`config.mk`:
```
export PLATFORM = sky130hd
export DESIGN_NAME = gpio_irq_port
export DESIGN_NICKNAME = d
export VERILOG_FILES = /design/src/rtl/gpio_irq_pkg.sv /design/src/rtl/gpio_sync2.sv /design/src/rtl/gpio_deb_tick.sv /design/src/rtl/gpio_irq_detect.sv /design/src/rtl/gpio_irq_port.sv
export SDC_FILE = /design/constraint.sdc
export NUM_CORES = 1
export LEC_CHECK = 0
export BUFFER_PORTS_ARGS = -buffer_cell sky130_fd_sc_hd__buf_4
export CAP_MARGIN = 20
export CORE_ASPECT_RATIO = 0.75
export CORE_MARGIN = 2
export CORE_UTILIZATION = 50
export CTS_BUF_LIST = sky130_fd_sc_hd__clkbuf_4 sky130_fd_sc_hd__clkbuf_8
export DETAILED_ROUTE_END_ITERATION = 8
export PLACE_DENSITY = 0.81
export SLEW_MARGIN = 40
export SYNTH_ARGS = -nofsm -noshare
export SYNTH_HDL_FRONTEND = slang
export SYNTH_SLANG_ARGS = --single-unit
```
`constraint.sdc`:
```
create_clock -name clk -period 7.3 [get_ports clk]
set_input_delay 0.73 -clock clk [delete_from_list [all_inputs] [get_ports clk]]
set_output_delay 0.73 -clock clk [all_outputs]
set_load 0.005 [all_outputs]
```
`src/rtl/gpio_irq_pkg.sv`:
```
package gpio_irq_pkg;
  localparam int REG_W  = 32;
  localparam int ADDR_W = 8;

  // register byte offsets
  localparam logic [ADDR_W-1:0] OFS_FUNC  = 8'h00;
  localparam logic [ADDR_W-1:0] OFS_LEVEL = 8'h10;
  localparam logic [ADDR_W-1:0] OFS_PULL  = 8'h14;
  localparam logic [ADDR_W-1:0] OFS_DRIVE = 8'h1C;
  localparam logic [ADDR_W-1:0] OFS_TRIG  = 8'h24;
  localparam logic [ADDR_W-1:0] OFS_IEN   = 8'h34;
  localparam logic [ADDR_W-1:0] OFS_IPEND = 8'h38;
  localparam logic [ADDR_W-1:0] OFS_DEB   = 8'h3C;

  localparam int SLOT_W         = 4;
  localparam int CODE_W         = 3;
  localparam int SLOTS_PER_WORD = REG_W / SLOT_W;
  localparam int FIELD_W        = 2;
  localparam int FIELDS_PER_WRD = REG_W / FIELD_W;
  localparam int DEB_PRE_LSB    = 4;

  localparam logic [CODE_W-1:0] FN_OUT = 3'd1;
  localparam logic [CODE_W-1:0] FN_OFF = 3'd7;

  typedef enum logic [CODE_W-1:0] {
    TRIG_RISE = 3'd0,
    TRIG_FALL = 3'd1,
    TRIG_HIGH = 3'd2,
    TRIG_LOW  = 3'd3,
    TRIG_ANY  = 3'd4
  } trig_e;
endpackage

```
`src/rtl/gpio_sync2.sv`:
```
module gpio_sync2 #(
  parameter int W = 32
) (
  input  logic         clk,
  input  logic         rst_n,
  input  logic [W-1:0] d,
  output logic [W-1:0] q
);
  logic [W-1:0] meta_q;

  always_ff @(posedge clk or negedge rst_n) begin
    if (!rst_n) begin
      meta_q <= '0;
      q      <= '0;
    end else begin
      meta_q <= d;
      q      <= meta_q;
    end
  end
endmodule

```
`src/rtl/gpio_deb_tick.sv`:
```
module gpio_deb_tick #(
  parameter int PRE_W = 3
) (
  input  logic             clk,
  input  logic             rst_n,
  input  logic             tick_slow,
  input  logic             tick_fast,
  input  logic             src_fast,
  input  logic [PRE_W-1:0] pre,
  output logic             smp_en
);
  localparam int CNT_W = (1 << PRE_W) - 1;

  logic [CNT_W-1:0] cnt_q;
  logic [CNT_W-1:0] limit;
  logic             tick;

  assign tick   = src_fast ? tick_fast : tick_slow;
  // 2^pre - 1; wraps correctly at the widest prescale
  assign limit  = (CNT_W'(1) << pre) - CNT_W'(1);
  assign smp_en = tick && (cnt_q >= limit);

  always_ff @(posedge clk or negedge rst_n) begin
    if (!rst_n) begin
      cnt_q <= '0;
    end else if (tick) begin
      cnt_q <= smp_en ? '0 : cnt_q + CNT_W'(1);
    end
  end
endmodule

```
`src/rtl/gpio_irq_detect.sv`:
```
module gpio_irq_detect
  import gpio_irq_pkg::*;
#(
  parameter int NPIN = 32
) (
  input  logic                         clk,
  input  logic                         rst_n,
  input  logic                         smp_en,
  input  logic [NPIN-1:0]              lvl,
  input  logic [NPIN-1:0][CODE_W-1:0]  trig,
  input  logic [NPIN-1:0]              clr,
  output logic [NPIN-1:0]              pend
);
  for (genvar i = 0; i < NPIN; i++) begin : g_pin
    logic prev_q;
    logic match;

    always_comb begin
      match = 1'b0;
      case (trig_e'(trig[i]))
        TRIG_RISE: match =  lvl[i] & ~prev_q;
        TRIG_FALL: match = ~lvl[i] &  prev_q;
        TRIG_HIGH: match =  lvl[i];
        TRIG_LOW:  match = ~lvl[i];
        TRIG_ANY:  match =  lvl[i] ^  prev_q;
        default:   match = 1'b0;
      endcase
    end

    always_ff @(posedge clk or negedge rst_n) begin
      if (!rst_n) begin
        prev_q  <= 1'b0;
        pend[i] <= 1'b0;
      end else begin
        if (smp_en) prev_q <= lvl[i];
        // a new match in the clearing cycle is kept
        pend[i] <= (smp_en & match) | (pend[i] & ~clr[i]);
      end
    end
  end
endmodule

```
`src/rtl/gpio_irq_port.sv`:
```
module gpio_irq_port
  import gpio_irq_pkg::*;
#(
  parameter int NPIN  = 32,
  parameter int PRE_W = 3
) (
  input  logic                clk,
  input  logic                rst_n,
  input  logic                bus_sel,
  input  logic                bus_wr,
  input  logic [ADDR_W-1:0]   bus_addr,
  input  logic [REG_W-1:0]    bus_wdata,
  output logic [REG_W-1:0]    bus_rdata,
  input  logic                tick_slow,
  input  logic                tick_fast,
  input  logic [NPIN-1:0]     pin_in,
  output logic [NPIN-1:0]     pin_out,
  output logic [NPIN-1:0]     pin_oe,
  output logic [2*NPIN-1:0]   pin_pull,
  output logic [2*NPIN-1:0]   pin_drive,
  output logic                irq
);
  logic [CODE_W-1:0]             fn_q [NPIN];
  logic [NPIN-1:0][CODE_W-1:0]   trig_q;
  logic [FIELD_W-1:0]            pull_q [NPIN];
  logic [FIELD_W-1:0]            drv_q  [NPIN];
  logic [NPIN-1:0]               dout_q;
  logic [NPIN-1:0]               ien_q;
  logic                          deb_src_q;
  logic [PRE_W-1:0]              deb_pre_q;

  logic [NPIN-1:0] lvl_sync;
  logic [NPIN-1:0] pend_vec;
  logic [NPIN-1:0] pend_clr;
  logic            smp_en;
  logic            wr_en;
  logic            unused_wbits;

  assign wr_en        = bus_sel & bus_wr;
  assign unused_wbits = ^bus_wdata;

  function automatic logic [ADDR_W-1:0] slot_addr(input logic [ADDR_W-1:0] base, input int p);
    return base + ADDR_W'(4 * (p / SLOTS_PER_WORD));
  endfunction

  function automatic logic [ADDR_W-1:0] field_addr(input logic [ADDR_W-1:0] base, input int p);
    return base + ADDR_W'(4 * (p / FIELDS_PER_WRD));
  endfunction

  // register file
  always_ff @(posedge clk or negedge rst_n) begin
    if (!rst_n) begin
      for (int p = 0; p < NPIN; p++) begin
        fn_q[p]   <= FN_OFF;
        trig_q[p] <= 3'd7;
        pull_q[p] <= '0;
        drv_q[p]  <= '0;
      end
      dout_q    <= '0;
      ien_q     <= '0;
      deb_src_q <= 1'b0;
      deb_pre_q <= '0;
    end else if (wr_en) begin
      for (int p = 0; p < NPIN; p++) begin
        if (bus_addr == slot_addr(OFS_FUNC, p))
          fn_q[p] <= bus_wdata[(p % SLOTS_PER_WORD) * SLOT_W +: CODE_W];
        if (bus_addr == slot_addr(OFS_TRIG, p))
          trig_q[p] <= bus_wdata[(p % SLOTS_PER_WORD) * SLOT_W +: CODE_W];
        if (bus_addr == field_addr(OFS_PULL, p))
          pull_q[p] <= bus_wdata[(p % FIELDS_PER_WRD) * FIELD_W +: FIELD_W];
        if (bus_addr == field_addr(OFS_DRIVE, p))
          drv_q[p] <= bus_wdata[(p % FIELDS_PER_WRD) * FIELD_W +: FIELD_W];
      end
      if (bus_addr == OFS_LEVEL) dout_q <= bus_wdata[NPIN-1:0];
      if (bus_addr == OFS_IEN)   ien_q  <= bus_wdata[NPIN-1:0];
      if (bus_addr == OFS_DEB) begin
        deb_src_q <= bus_wdata[0];
        deb_pre_q <= bus_wdata[DEB_PRE_LSB +: PRE_W];
      end
    end
  end

  assign pend_clr = (wr_en && bus_addr == OFS_IPEND) ? bus_wdata[NPIN-1:0] : '0;

  // read mux
  always_comb begin
    bus_rdata = '0;
    if (bus_sel && !bus_wr) begin
      for (int p = 0; p < NPIN; p++) begin
        if (bus_addr == slot_addr(OFS_FUNC, p))
          bus_rdata[(p % SLOTS_PER_WORD) * SLOT_W +: CODE_W] = fn_q[p];
        if (bus_addr == slot_addr(OFS_TRIG, p))
          bus_rdata[(p % SLOTS_PER_WORD) * SLOT_W +: CODE_W] = trig_q[p];
        if (bus_addr == field_addr(OFS_PULL, p))
          bus_rdata[(p % FIELDS_PER_WRD) * FIELD_W +: FIELD_W] = pull_q[p];
        if (bus_addr == field_addr(OFS_DRIVE, p))
          bus_rdata[(p % FIELDS_PER_WRD) * FIELD_W +: FIELD_W] = drv_q[p];
      end
      if (bus_addr == OFS_LEVEL) bus_rdata[NPIN-1:0] = lvl_sync;
      if (bus_addr == OFS_IEN)   bus_rdata[NPIN-1:0] = ien_q;
      if (bus_addr == OFS_IPEND) bus_rdata[NPIN-1:0] = pend_vec;
      if (bus_addr == OFS_DEB) begin
        bus_rdata[0]                     = deb_src_q;
        bus_rdata[DEB_PRE_LSB +: PRE_W]  = deb_pre_q;
      end
    end
  end

  // pad-facing outputs
  for (genvar p = 0; p < NPIN; p++) begin : g_pad
    assign pin_oe[p]                     = (fn_q[p] == FN_OUT);
    assign pin_pull[p*FIELD_W +: FIELD_W]  = pull_q[p];
    assign pin_drive[p*FIELD_W +: FIELD_W] = drv_q[p];
  end
  assign pin_out = dout_q;

  gpio_sync2 #(.W(NPIN)) u_sync (
    .clk   (clk),
    .rst_n (rst_n),
    .d     (pin_in),
    .q     (lvl_sync)
  );

  gpio_deb_tick #(.PRE_W(PRE_W)) u_tick (
    .clk       (clk),
    .rst_n     (rst_n),
    .tick_slow (tick_slow),
    .tick_fast (tick_fast),
    .src_fast  (deb_src_q),
    .pre       (deb_pre_q),
    .smp_en    (smp_en)
  );

  gpio_irq_detect #(.NPIN(NPIN)) u_det (
    .clk    (clk),
    .rst_n  (rst_n),
    .smp_en (smp_en),
    .lvl    (lvl_sync),
    .trig   (trig_q),
    .clr    (pend_clr),
    .pend   (pend_vec)
  );

  assign irq = |(pend_vec & ien_q);
endmodule

```
# After elaboration in Yosys (flattened, before gate mapping)

Index checks and enable logic that the tools add are counted.

Bits in registers: 523
Word-level logic and storage cells: 900
Output and inout bits: 225
Input bits: 78

$lt $le $gt $ge: 1
Add/subtract/negate cells: 2
Reductions and logical operators: 53
Mux-type cells: 179
Bitwise operators: 290
Equal/unequal tests: 175
Shift operators: 1

Operator list:

| cell                | number |
|---|---|
| $mux 3              | 74 |
| $eq 3x1->1 const B  | 64 |
| $eq 3x2->1 const B  | 64 |
| $mux 32             | 5 |
| $pmux 1 s5          | 32 |
| $mux 2              | 65 |
| $and 1x1->1         | 129 |
| $eq 3x3->1 const B  | 32 |
| $logic_not 3->1     | 32 |
| $not 1->1           | 96 |
| $eq 8x6->1 const B  | 8 |
| $and 32x32->32      | 1 |
| $eq 8x5->1 const B  | 4 |
| $or 1x1->1          | 32 |
| $reduce_or 32->1    | 1 |
| $xor 1x1->1         | 32 |
| $reduce_and 2->1    | 15 |
| $eq 8x4->1 const B  | 2 |
| $eq 8x3->1 const B  | 1 |
| $logic_not 8->1     | 1 |
| $add 7x1->7 const B | 1 |
| $ge 7x7->1          | 1 |
| $mux 7              | 1 |
| $shl 1x3->7 const A | 1 |
| 4 further kinds     | 7 |

# Depth between registers and ports, before layout

Depth in word-level cells: 25
Depth in mapped cells: 15
Depth with buffers taken out: 13

# Cells and area by module

A second synthesis with hierarchy kept.

Cell total of the unflattened synthesis: 2334
Area total of the unflattened synthesis: 26848.2 um^2

Modules (own cells, without submodules):

| module          | instances | area each (um^2) | cells each |
|---|---|---|---|
| gpio_irq_port   | 1         | 19598.8          | 1661 |
| gpio_irq_detect | 1         | 5012.3           | 541 |
| gpio_sync2      | 1         | 1601.5           | 64 |
| gpio_deb_tick   | 1         | 635.6            | 68 |

# Worst setup path after synthesis

OpenSTA, ideal clock, no wires.

Path kind: register to register
Start point: register deb_pre_q[0]
End point: register u_det.g_pin[10].prev_q
Cell stages (with the launch flop): 15
Period minus slack after synthesis: 3189 ps
Arrival time: 3109 ps
Data required time: 7221 ps
Library setup time: 79 ps
Path slack: 4111 ps
Cell sequence: dfrtp_1 clkbuf_1 or3_1 ha_1 nor3_1 a21oi_1 o21a_1 ha_1 a21oi_1 nor2b_1 a41oi_1 o211ai_1 nand2_1 buf_2 mux2i_1

Cells in the longest elaborated chain, start to end: 4

Ends and longest elaborated chain:

| what                   | RTL line              | text |
|---|---|---|
| from (decl)            | gpio_irq_port.sv:30   | `logic [PRE_W-1:0] deb_pre_q;` |
| from (signal assigned) | gpio_irq_port.sv:78   | `deb_pre_q <= bus_wdata[DEB_PRE_LSB +: PRE_W];` |
| $shl 1x3->7            | gpio_deb_tick.sv:20   | `assign limit = (CNT_W'(1) << pre) - CNT_W'(1);` |
| $sub 7x2->7            | gpio_deb_tick.sv:20   |  |
| $ge 7x7->1             | gpio_deb_tick.sv:21   | `assign smp_en = tick && (cnt_q >= limit);` |
| $logic_and 1x1->1      | gpio_deb_tick.sv:21   |  |
| to (signal assigned)   | gpio_irq_detect.sv:35 | `if (smp_en) prev_q <= lvl[i];` |
| to (decl)              | gpio_irq_detect.sv:15 | `logic prev_q;` |

Every way passes these cells.
A chain may end at the register's enable or synchronous reset.

# Worst setup path in the final report

Start point: input bus_addr[5]
End point: output bus_rdata[9]

Cells in the longest elaborated chain, start to end: 18

Ends and longest elaborated chain:

| what            | RTL line             | text |
|---|---|---|
| from (decl)     | gpio_irq_port.sv:11  | `input logic [ADDR_W-1:0] bus_addr,` |
| $logic_not 8->1 | gpio_irq_port.sv:90  | `if (bus_addr == slot_addr(OFS_FUNC, p))` |
| $mux 3          | gpio_irq_port.sv:90  |  |
| $mux 3          | gpio_irq_port.sv:92  | `if (bus_addr == slot_addr(OFS_TRIG, p))` |
| $mux 3          | gpio_irq_port.sv:88  | `if (bus_sel && !bus_wr) begin` |
| $mux 2          | gpio_irq_port.sv:94  | `if (bus_addr == field_addr(OFS_PULL, p))` |
| $mux 2          | gpio_irq_port.sv:96  | `if (bus_addr == field_addr(OFS_DRIVE, p))` |
| $mux 3          | gpio_irq_port.sv:90  |  |
| $mux 3          | gpio_irq_port.sv:92  |  |
| [2 not listed]  | -                    |  |
| $mux 2          | gpio_irq_port.sv:94  |  |
| $mux 2          | gpio_irq_port.sv:96  |  |
| $mux 3          | gpio_irq_port.sv:90  |  |
| $mux 3          | gpio_irq_port.sv:92  |  |
| $mux 32         | gpio_irq_port.sv:99  | `if (bus_addr == OFS_LEVEL) bus_rdata[NPIN-1:0] = lvl_sync;` |
| $mux 32         | gpio_irq_port.sv:100 | `if (bus_addr == OFS_IEN) bus_rdata[NPIN-1:0] = ien_q;` |
| $mux 32 *       | gpio_irq_port.sv:101 | `if (bus_addr == OFS_IPEND) bus_rdata[NPIN-1:0] = pend_vec;` |
| $mux 32 *       | gpio_irq_port.sv:88  |  |
| to (decl)       | gpio_irq_port.sv:13  | `output logic [REG_W-1:0] bus_rdata,` |

Every way passes the cells marked *; elsewhere a longest branch is shown, timed or not. The select of a mux whose other input is x is not followed.

==> impl_metrics.env <==
export IMPL_setup_total_negative_slack_ns=0
export IMPL_areaGrowthSynthToFinish_pct=19.28
export IMPL_p_sw_uw=1915
export IMPL_synth_area_leader_cell="dfrtp_1"
export IMPL_p_int_uw=5016
export IMPL_synthesis_instances=2145
export IMPL_synth_most_common_cell="mux2_2"
export IMPL_criticalPathCategory="primary input to output port"
export IMPL_finalCriticalPeriod_ns=4.769
export IMPL_worst_ep_required_time_ns=6.57
export IMPL_chipHeight_um=201.2
export IMPL_clock_skew_ns=0.01702
export IMPL_place_detailed_hpwl_mm=71.40
export IMPL_cp_cell_sequence="buf_4 -> or4b_1 -> buf_4 -> nor2_4 -> o2bb2ai_1 -> o31ai_1 -> o211a_1 -> o22ai_1 -> buf_4"
export IMPL_clkLatencyLatePin_ns=0.71
export IMPL_grt_setup_unrepaired="no"
export IMPL_sw_frac_of_total_pct=27.63
export IMPL_setup_viol_count_final=0
export IMPL_place_port_buffers=302
export IMPL_proportion_of_register_bits_with_asynchronous_set_or_reset_after_synthesis_pct=100.0
export IMPL_number_of_flops_mapped_to_enable_cells_by_yosys=0
export IMPL_ys_warn_count=0
export IMPL_power_uw=6930
export IMPL_detail_route_wl_per_cell_um=31.43
export IMPL_ys_ff_latch=523
export IMPL_post_synth_main_area_contributors="dfrtp_1 32%, dfstp_2 19%, mux2_2 16%"
export IMPL_cts_htree_levels=3
export IMPL_floorplan_initialDensity_pct=50.41
export IMPL_power_sequential_fraction_pct=47.0
export IMPL_cellLeakagePower_uw=0.01409
export IMPL_post_route_cells_drive_above_1_share_pct=44.19
export IMPL_cts_hold_buf=0
export IMPL_timing_critical_path_slowest_stage_cell="or4b_1"
export IMPL_final_max_slew_viol_count=0
export IMPL_synth_main_ff_cell="dfrtp_1"
export IMPL_sum_of_overflow_across_all_layers_after_global_routing=0
export IMPL_avgSynthCellArea_sq_um=12.09
export IMPL_core_sq_um=51440
export IMPL_slew_headroom_pct=37.80
export IMPL_cts_tree="built"
export IMPL_fin_worst_hold_slack_ns=0.01932
export IMPL_std_cell_rows=72
export IMPL_fillers=4070
export IMPL_number_of_antenna_violations_at_the_first_check_in_global_routing=9
export IMPL_clock_sink_count=523
export IMPL_cp_num_buf_inv=3
export IMPL_io_pins=303
export IMPL_cts_buffers=84
export IMPL_drc=0
export IMPL_timing_critical_path_to_type="output port"
export IMPL_cts_max_path_buffers=3
export IMPL_antenna_left=0
export IMPL_drv_cap=0
export IMPL_critPathArrivalTime_ns=4.04
export IMPL_die_area_sq_um=53720
export IMPL_post_drt_via_cell_ratio=6.587
export IMPL_netlist_cell_type_count=75
export IMPL_synth_sequential_area_ratio_pct=51.40
export IMPL_place_gp_congestion=0.9967
export IMPL_critical_path_max_stage_delay_ns=0.78
export IMPL_grt_first_pass_wirelength_mm=144.9
export IMPL_crit_fanout=36
export IMPL_timing_critical_path_max_delay_family="simple AND/OR/NAND/NOR gates"
export IMPL_final_hold_violation_count=0
export IMPL_status="finished, final reports clean"
export IMPL_timing_fmax_mhz=209.7
export IMPL_ir_worst_vdd_v=0.0001848
export IMPL_synth_top_cell_area_share_pct=31.94
export IMPL_dr_pass1_iters=9
export IMPL_cts_reportedPaths_clkPinSlew_ns=0.07
export IMPL_routed_via_count=21210
export IMPL_detail_route_iter0_violations=2864
export IMPL_synth_top_cells_by_count="370 x mux2_2, 331 x dfrtp_1, 192 x dfstp_2"
export IMPL_syn_num_nets=2296
export IMPL_first_global_vias=21030
export IMPL_pwr_share_clk_pct=41.6
export IMPL_cts_post_setup_buffers_inserted=0
export IMPL_start_kind="primary input"
export IMPL_ctsResizeCount=0
export IMPL_power_per_cell_area_nw_per_um2=224.1
export IMPL_syn_cell_area_sq_um=25930
export IMPL_critPathMostFrequentCell="buf_4"
export IMPL_combPwrFrac_pct=11.4
export IMPL_worst_hold_path_type="primary input to async pin"
export IMPL_grt_usage_pct=37.24
export IMPL_worst_slew_pin_slew_ns=0.9307
export IMPL_die_w_um=267.0
export IMPL_final_min_period_over_clock_period_pct=65.33
export IMPL_finalNetCount=2593
export IMPL_grt_start_max_net_pins=160
export IMPL_routed_wirelength_mm=101.2
export IMPL_clock_tree_root_cell="clkbuf_8"
[power by group through the flow]
stage | Combinational (uW) | Clock [uW] | Sequential (uW)
after floorplan | 429 | 0 | 3220
after global placement | 717 | 0 | 3290
after detailed placement | 767 | 0 | 3300
after CTS | 773 | 2910 | 3250
after global routing | 859 | 3040 | 3270
final | 787 | 2880 | 3260
[state kept, by name, summed over array words and instances (netlist names)]
| register | cells |
|---|---|
| deb_pre_q | 3 |
| deb_src_q | 1 |
| fn_q | 96 |
| ien_q | 32 |
| pin_drive | 64 |
| pin_out | 32 |
| pin_pull | 64 |
| trig_q | 96 |
| u_det.g_pin.prev_q | 32 |
| u_det.pend | 32 |
| u_sync.meta_q | 32 |
| u_sync.q | 32 |
| u_tick.cnt_q | 7 |
[metrics by stage]
stage	cells	area, sq um	setup WS [ns]	util [%]
finish	3219	30930	2.531	60.13
global route	3216	30920	2.491	60.11
CTS	3210	30790	2.641	59.85
detailed placement	3054	28860	2.663	56.11
global placement	3049	28770	2.731	55.94
floorplan	2145	25930	4.111	-
[path summary, 6_finish.rpt]
check / from / end / slack (ns) / cells after the start
worst max-delay path: bus_addr[5] / bus_rdata[9] / 2.53 / 9
worst min-delay path: rst_n / u_det.g_pin[13].prev_q / 0.02 / 1
worst max register to register: deb_pre_q[0] / u_det.g_pin[18].prev_q / 2.78 / 13
worst min register to register: u_sync.meta_q[29] / u_sync.q[29] / 0.34 / 0
max in group asynchronous: rst_n / fn_q[81] / 5.89 / 3
min in group clk: pin_in[19] / u_sync.meta_q[19] / 0.12 / 1
[layout by cell type (no fill, tap or decap), drive strengths merged, types with 6 or more instances in the layout]
cell type and n:
dfrtp 331, mux2 393, o221ai 18, nand3 11
o2bb2ai 40, xnor2 31, a211oi 68, a21oi 110
a221oi 16, a222oi 20, nor3 55, o21ai 52
inv 79, nand2 105, a22oi 56, mux2i 46
clkinv 14, o211ai 14, a32oi 6, buf 348
nor2 81, a31oi 12, dfstp 192, clkbuf 129
o31ai 8, nor4 10, ha 73, nor2b 37
nor3b 29, a2bb2oi 9, o22ai 34, o211a 9
[layer usage]
metal	track usage (%)	part of all wire, %
met5	0	0.052
met2	54.57	43
met4	15.75	4.7
met3	10.95	11
met1	51.59	41
[cell type report]
type	count	area (sq um)	area share [%]
diodes	4	10.01	0.03236
clock buffers	129	1625	5.255
clock inverters	27	300.3	0.9709
inverters	75	281.5	0.9102
multi-input cells	1410	11730	37.91
flip-flops and latches	523	13330	43.09
well taps	703	879.6	2.844
repair buffers	348	2779	8.985
[logic make-up after synthesis]
| logic type | after synthesis | synth area share (%) |
|---|---|---|
| AOI/OAI and AO/OA | 502 | 13.65 |
| xor gates and xnor gates | 35 | 1.182 |
| adders and majority gates | 73 | 3.522 |
| buffers and inverters | 212 | 3.686 |
| DFF | 523 | 51.40 |
| muxes | 439 | 18.84 |
| and+or+nand+nor | 361 | 7.725 |
No activity file was read; power rests on OpenSTA's default activity.
